## config.mk

```make
export PLATFORM = sky130hd
export DESIGN_NAME = xlat_guard_tlb
export DESIGN_NICKNAME = d
export VERILOG_FILES = /design/src/rtl/xlat_tlb_pkg.sv /design/src/rtl/xlat_tlb_match.sv /design/src/rtl/xlat_tlb_victim.sv /design/src/rtl/xlat_guard_tlb.sv
export SDC_FILE = /design/constraint.sdc
export NUM_CORES = 1
export LEC_CHECK = 0
export BUFFER_PORTS_ARGS = -buffer_cell sky130_fd_sc_hd__buf_2
export CAP_MARGIN = 10
export CORE_MARGIN = 2
export CORE_UTILIZATION = 45
export CTS_CLUSTER_DIAMETER = 200
export DETAILED_ROUTE_END_ITERATION = 12
export GPL_TIMING_DRIVEN = 0
export PLACE_DENSITY = 0.64
export SYNTH_ARGS = -nofsm -noshare
export SYNTH_HDL_FRONTEND = slang
export SYNTH_HIERARCHICAL = 1
export SYNTH_SLANG_ARGS = --single-unit
```

## constraint.sdc

```tcl
create_clock -name clk -period 4.61 [get_ports clk]
set_input_delay 0 -clock clk [delete_from_list [all_inputs] [get_ports clk]]
set_output_delay 0 -clock clk [all_outputs]
set_load 0.03 [all_outputs]
```

## src/rtl/xlat_tlb_pkg.sv

```systemverilog
package xlat_tlb_pkg;

   // Outcome of one lookup
   typedef enum logic [1:0] {
      XS_IDLE = 2'd0,
      XS_OK   = 2'd1,
      XS_MISS = 2'd2,
      XS_PROT = 2'd3
   } xlat_status_e;

endpackage

```

## src/rtl/xlat_tlb_match.sv

```systemverilog
module xlat_tlb_match #(
   parameter int SLOTS = 16,
   parameter int KEY_W = 20,
   localparam int IDX_W = $clog2(SLOTS)
) (
   input  logic [SLOTS-1:0]            slot_vld,
   input  logic [SLOTS-1:0][KEY_W-1:0] slot_key,
   input  logic [KEY_W-1:0]            key,
   output logic                        hit,
   output logic [IDX_W-1:0]            hit_idx
);

   // Scan from the top down so that the lowest match is written last and wins.
   always_comb begin
      hit     = 1'b0;
      hit_idx = '0;
      for (int i = SLOTS - 1; i >= 0; i--) begin
         if (slot_vld[i] && (slot_key[i] == key)) begin
            hit     = 1'b1;
            hit_idx = IDX_W'(i);
         end
      end
   end


   always_comb begin
      sel_valid_chk : assert (!hit || (slot_vld[hit_idx] && slot_key[hit_idx] == key))
         else $error("selected slot does not match key");
   end

endmodule

```

## src/rtl/xlat_tlb_victim.sv

```systemverilog
module xlat_tlb_victim #(
   parameter int SLOTS = 16,
   localparam int IDX_W = $clog2(SLOTS)
) (
   input  logic             clk,
   input  logic             rst_n,
   input  logic             flush,
   input  logic             take,
   input  logic [SLOTS-1:0] slot_vld,
   output logic [IDX_W-1:0] victim_idx
);

   logic             any_free;
   logic [IDX_W-1:0] free_idx;
   logic [IDX_W-1:0] rr_q;

   always_comb begin
      any_free = 1'b0;
      free_idx = '0;
      for (int i = SLOTS - 1; i >= 0; i--) begin
         if (!slot_vld[i]) begin
            any_free = 1'b1;
            free_idx = IDX_W'(i);
         end
      end
   end

   assign victim_idx = any_free ? free_idx : rr_q;

   always_ff @(posedge clk) begin
      if (!rst_n || flush) begin
         rr_q <= '0;
      end else if (take && !any_free) begin
         rr_q <= (rr_q == IDX_W'(SLOTS - 1)) ? '0 : rr_q + 1'b1;
      end
   end


   always_comb begin
      free_first_chk : assert (!any_free || !slot_vld[victim_idx])
         else $error("victim is valid although a free slot exists");
   end


   rr_hold_chk : assert property (@(posedge clk) disable iff (!rst_n)
      (!take && !flush) |=> $stable(rr_q))
      else $error("rotating pointer moved without a fill");

endmodule

```

## src/rtl/xlat_guard_tlb.sv

```systemverilog
module xlat_guard_tlb #(
   parameter int SLOTS  = 16,
   parameter int VA_W   = 32,
   parameter int PA_W   = 32,
   parameter int PAGE_W = 12,
   localparam int VPN_W = VA_W - PAGE_W,
   localparam int PPN_W = PA_W - PAGE_W,
   localparam int IDX_W = $clog2(SLOTS)
) (
   input  logic             clk,
   input  logic             rst_n,
   input  logic             flush_all,
   input  logic             req_valid,
   input  logic             req_write,
   input  logic [VA_W-1:0]  req_vaddr,
   output logic             rsp_ok,
   output logic [PA_W-1:0]  rsp_paddr,
   output logic             rsp_miss_exc,
   output logic             rsp_prot_exc,
   output logic             rsp_dirty,
   input  logic             fill_en,
   input  logic             priv_super,
   input  logic [VPN_W-1:0] fill_vpn,
   input  logic [PPN_W-1:0] fill_ppn,
   input  logic             fill_writable
);
   import xlat_tlb_pkg::*;

   if (SLOTS < 2) begin : g_bad_slots
      $error("SLOTS must be at least 2");
   end
   if (PAGE_W < 1 || PAGE_W >= VA_W || PAGE_W >= PA_W) begin : g_bad_page
      $error("PAGE_W must be below both address widths");
   end

   logic [SLOTS-1:0]            vld_q;
   logic [SLOTS-1:0]            wr_q;
   logic [SLOTS-1:0]            dirty_q;
   logic [SLOTS-1:0][VPN_W-1:0] tag_q;
   logic [SLOTS-1:0][PPN_W-1:0] ppn_q;

   logic             hit;
   logic [IDX_W-1:0] hit_idx;
   logic [IDX_W-1:0] victim_idx;
   logic             fill_go;
   logic             mark_dirty;
   xlat_status_e     status;

   assign fill_go = fill_en && priv_super && !flush_all;

   xlat_tlb_match #(.SLOTS(SLOTS), .KEY_W(VPN_W)) u_match (
      .slot_vld (vld_q),
      .slot_key (tag_q),
      .key      (req_vaddr[VA_W-1:PAGE_W]),
      .hit      (hit),
      .hit_idx  (hit_idx)
   );

   xlat_tlb_victim #(.SLOTS(SLOTS)) u_victim (
      .clk        (clk),
      .rst_n      (rst_n),
      .flush      (flush_all),
      .take       (fill_go),
      .slot_vld   (vld_q),
      .victim_idx (victim_idx)
   );

   always_comb begin
      if (!req_valid)                      status = XS_IDLE;
      else if (!hit)                       status = XS_MISS;
      else if (req_write && !wr_q[hit_idx]) status = XS_PROT;
      else                                 status = XS_OK;
   end

   assign rsp_ok       = (status == XS_OK);
   assign rsp_miss_exc = (status == XS_MISS);
   assign rsp_prot_exc = (status == XS_PROT);
   assign rsp_paddr    = rsp_ok ? {ppn_q[hit_idx], req_vaddr[PAGE_W-1:0]} : '0;
   assign rsp_dirty    = req_valid && hit && dirty_q[hit_idx];
   assign mark_dirty   = rsp_ok && req_write;

   for (genvar s = 0; s < SLOTS; s++) begin : g_slot
      always_ff @(posedge clk) begin
         if (!rst_n) begin
            vld_q[s]   <= 1'b0;
            dirty_q[s] <= 1'b0;
         end else if (flush_all) begin
            vld_q[s]   <= 1'b0;
         end else if (fill_go && victim_idx == IDX_W'(s)) begin
            vld_q[s]   <= 1'b1;
            dirty_q[s] <= 1'b0;
         end else if (mark_dirty && hit_idx == IDX_W'(s)) begin
            dirty_q[s] <= 1'b1;
         end
      end

      always_ff @(posedge clk) begin
         if (fill_go && victim_idx == IDX_W'(s)) begin
            tag_q[s] <= fill_vpn;
            ppn_q[s] <= fill_ppn;
            wr_q[s]  <= fill_writable;
         end
      end
   end


   outcome_excl_chk : assert property (@(posedge clk) disable iff (!rst_n)
      $onehot0({rsp_ok, rsp_miss_exc, rsp_prot_exc}))
      else $error("more than one outcome flagged");


   flush_clears_chk : assert property (@(posedge clk) disable iff (!rst_n)
      flush_all |=> (vld_q == '0))
      else $error("slots survive a flush");


   user_fill_ignored_chk : assert property (@(posedge clk) disable iff (!rst_n)
      (fill_en && !priv_super && !flush_all) |=> $stable(vld_q))
      else $error("user-mode fill changed the slot set");


   dirty_set_chk : assert property (@(posedge clk) disable iff (!rst_n)
      (rsp_ok && req_write && !flush_all && !fill_go) |=> dirty_q[$past(hit_idx)])
      else $error("granted write left modified flag clear");


   prot_no_dirty_chk : assert property (@(posedge clk) disable iff (!rst_n)
      (rsp_prot_exc && !flush_all && !fill_go) |=> $stable(dirty_q))
      else $error("denied write changed a modified flag");

endmodule

```

==> results.md <==
* Critical-path maximum fanout at 5
* Proportion of synthesized chip area in sequential cells at 71.33%
* Number of antenna repair diodes at 0
* Post-route clock skew at 0.02115 ns
* Slew at the pin with the worst max-slew slack at 1.001 ns
* Worst slew margin relative to its limit at 33.29%
* Number of cells in the finished layout apart from fillers at 2698
* Main combinational cell family by area after synthesis: XOR/XNOR gates
* Xor/xnor share of the synthesized area at 9.791%
* Highest Clock Rate at 219.7 MHz
* Detailed Route WL at 74280 um
* Syn_area_per_cell at 18.56 um2
* Total power per unit cell area at 369.6 nW/um2
* Grt ovf at 0
* Setup TNS at 0 ns
* Vert. Die Dim at around 260 um
* Nature of the critical path startpoint: register
* Via count at 15472
* Placeable Area at about 63000 um2
* DRT antenna net count at 0
* Buffering stage count on the worst path with inverters included at 4
* Clock transition at the registers of the reported paths at 0.07 ns
* Maximum number of pins on one net before global-route repair at 28
* Leak at roughly 0.011 uW
* Family with the most delay on the worst path: simple AND/OR/NAND/NOR gates
* Number of synthesized flops with an enable pin at roughly 660
* Number of failing hold endpoints at the final stage at 0
* Clock sink count at 692
* Vias per cell at between 5 and 6
* Final instance area at about 34000 um2
* Worst stage delay on the critical path at 0.53 ns
* Crit path max-delay cell type: sky130_fd_sc_hd__mux4_2
* Width of the chip at 256.2 um
* Synthesized Nets at 1623
* HPWL after DPL at around 44000 um
* Capturing element type of the critical path: primary output
* Violation count after the first detailed-routing iteration at 1618
* Path category of the worst min-delay check: in2reg
* Bufs on Longest Clock Path at 3
* Cell area after placement at between 30000 and 40000 um2
* H-tree levels at 3
* Gate Count Post-Synth at roughly 1500
* DRC violation count after routing at 0
* Cell count after placement at 2511
* Number of primary I/O pins at 116
* Final design utilization at 54.28%
* Final clock period utilization by the worst path at 98.76%
* Wire length of the first global-routing pass at about 110000 um
* Fraction of the mapped netlist area in compound gates at around 1.8%
* Critical setup path kind: reg2out
* Number of antenna violations at the first check in global routing at 0
* Outcome: completed
* Worst skew pair latency at 0.60 ns
* Yosys synthesis warning count at 6
* First-pass iteration count of the detailed router at 8
* Net total in the final layout at 1886
* Via count of the first global-routing pass at 15483
* Total GRT Usage at 22.37%
* Netlist cell types at 55
* Max-Cap Viols at 0
* Routed len/inst at 27.53 um
* Port Buf Inserts at 95
* Cell Area, Synth at approximately 29000 um2
* CTS buffer count at 69
* Max rail drop VDD at ~250 uV
* Initial cell density of the core at a little under half
* Final min period at around 4.6 ns
* Worst Path Required at 4.61 ns
* Clock tree from TritonCTS: built
* Basic-gate share of the synthesized area counting and, or, nand and nor cells at 5.368%
* WP data arrival at about 4.6 ns
* Global placer's final weighted congestion at 0.7964
* Share of post-route cells with drive strength above 1 at 24.51%
* #FFs+latches synth at ~690
* Post-synthesis share of cell area spent on full adders, half adders and majority gates at less than 1%
* Area growth from synthesis to layout at 19.41%
* Setup-violating endpoint count in the final report at 0
* Fraction of synthesized area in multiplexers at 9.166%
* Max-slew violation count at 0
* Row count at between 90 and 100
* Synth Flop Type: sky130_fd_sc_hd__edfxtp_1
* CTS Root Cell: sky130_fd_sc_hd__clkbuf_16
* Async set or reset register ratio after synthesis at 0%
* Crit-path cells: xnor2_2 > nand4_1 > nor4_4 > nand4_1 > nand2b_4 > nand3_1 > o2111ai_2 > a32oi_2 > buf_6 > clkbuf_16 > buf_12 > mux4_2 > mux4_2 > and2_1 > clkbuf_4
* Die area at 65640 um2
-- registers in the layout (all words and copies together) (netlist names) --
signal,cells
vld_q,16
wr_q,16
ppn_q,320
u_victim/rr_q,4
dirty_q,16
tag_q,320
-- cell type report --
type / instances / area [um2]
plain buffers: 76 / 805.8
multi-input cells: 769 / 7820
flip-flops and latches: 692 / 20420
repair buffers: 192 / 2006
fillers: 4892 / 28790
clock buffers: 90 / 1878
clock inverters: 28 / 173.9
inverters: 5 / 18.77
well taps: 846 / 1059
-- path summary, 6_finish.rpt --
| check | from | to | slack, ns | cells after the start |
|---|---|---|---|---|
| min | req_valid | dirty_q[14] | 0.10 | 5 |
| min reg2reg | dirty_q[8] | dirty_q[8] | 0.48 | 2 |
| max reg2reg | tag_q[307] | dirty_q[2] | 0.33 | 15 |
| max | tag_q[181] | rsp_paddr[26] | 0.06 | 15 |
-- per-layer routing --
metal / part of all wire (%) / track usage, % / routed length, um
met1: 42 / 31.09 / 31440
met3: 6.4 / 3.124 / 4750
met2: 49 / 37.10 / 36310
met5: 0 / 0 / 0
met4: 2.4 / 6.335 / 1775
-- cell usage after synthesis, types with 6 or more instances --
cell type                  number  share of area, %
sky130_fd_sc_hd__o21a_1        16              0.42
sky130_fd_sc_hd__nor2_1        21              0.28
sky130_fd_sc_hd__mux4_1        45               4.1
sky130_fd_sc_hd__nand2b_1       8              0.17
sky130_fd_sc_hd__a21oi_1        8              0.14
sky130_fd_sc_hd__edfxtp_1     656                69
sky130_fd_sc_hd__buf_6         44               1.7
sky130_fd_sc_hd__buf_2         15              0.26
sky130_fd_sc_hd__nor4_1        31              0.68
sky130_fd_sc_hd__nor2b_1        6              0.13
sky130_fd_sc_hd__a31oi_1       14              0.31
sky130_fd_sc_hd__and2_1        35              0.76
sky130_fd_sc_hd__nor3_1        13              0.23
sky130_fd_sc_hd__nor3b_1       12              0.31
sky130_fd_sc_hd__mux4_2        63               5.0
sky130_fd_sc_hd__nand2_1       31              0.41
sky130_fd_sc_hd__o22ai_1        8              0.17
sky130_fd_sc_hd__clkbuf_1      10              0.13
sky130_fd_sc_hd__xnor2_1      241               7.4
sky130_fd_sc_hd__dfxtp_1       36               2.5
sky130_fd_sc_hd__nand3_1       22              0.38
sky130_fd_sc_hd__xor2_1        79               2.4
sky130_fd_sc_hd__nand4_1       65               1.4
sky130_fd_sc_hd__o211ai_1       6              0.16
-- power breakdown --
part | internal [uW] | switching, uW | leakage (uW)
registers | 6880 | 3.72 | 0.00619
logic | 190 | 321 | 0.00362
clock network | 2970 | 2270 | 0.00101
-- per-stage QoR --
stage / power, uW / hold slack [ns] / setup WS (ns)
after floorplan: 7266 / 0.09887 / 0.7042
after detailed placement: 7491 / 0.3596 / -0.6267
final: 12630 / 0.1038 / 0.05736
after global placement: 7475 / 0.3528 / -1.848
after global routing: 12980 / 0.1347 / -0.04558
after CTS: 12710 / 0.04253 / -0.003517
-- cell usage in the layout (no fill, tap or decap), types with 19 or more instances in the layout --
| cell type | instances |
|---|---|
| sky130_fd_sc_hd__edfxtp_1 | 656 |
| sky130_fd_sc_hd__xnor2_1 | 239 |
| sky130_fd_sc_hd__mux4_2 | 92 |
| sky130_fd_sc_hd__buf_2 | 86 |
| sky130_fd_sc_hd__xor2_1 | 79 |
| sky130_fd_sc_hd__clkbuf_16 | 77 |
| sky130_fd_sc_hd__nand4_1 | 65 |
| sky130_fd_sc_hd__dlygate4sd3_1 | 46 |
| sky130_fd_sc_hd__buf_6 | 44 |
| sky130_fd_sc_hd__dfxtp_1 | 36 |
| sky130_fd_sc_hd__nand2_1 | 31 |
| sky130_fd_sc_hd__and2_1 | 28 |
| sky130_fd_sc_hd__buf_12 | 27 |
| sky130_fd_sc_hd__buf_4 | 25 |
| sky130_fd_sc_hd__nand3_1 | 22 |
| sky130_fd_sc_hd__clkbuf_1 | 21 |
| sky130_fd_sc_hd__nor4_1 | 19 |
-- worst register-to-register path: cells and delay by family, from the launching register on --
| family | cells | cell delay [ns] |
|---|---|---|
| xor gates and xnor gates | 1 | 0.16 |
| buffers and inverters | 4 | 1.18 |
| and+or+nand+nor | 5 | 1.56 |
| AOI/OAI and AO/OA | 5 | 0.96 |
| DFF | 1 | 0.38 |
-- cell families (layout without fill, tap and decap cells) --
logic type                 count (synthesis)  in the layout
AOI/OAI and AO/OA                         75             75
and+or+nand+nor                          263            263
adders and majority gates                  1              1
xor gates and xnor gates                 320            320
DFF                                      692            692
muxes                                    110            110
buffers and inverters                     81            391
-- timing repair --
action | in CTS | in global routing
gates cloned | 4 | 6
gates resized for setup | 66 | 102
pin swaps | 11 | 15
hold endpoints to repair | 676 | 0
hold buffers | 46 | 0
endpoints found under the setup margin | 35 | 35
setup buffers | 5 | 8
Note: power is estimated with default switching activity, not from simulation.
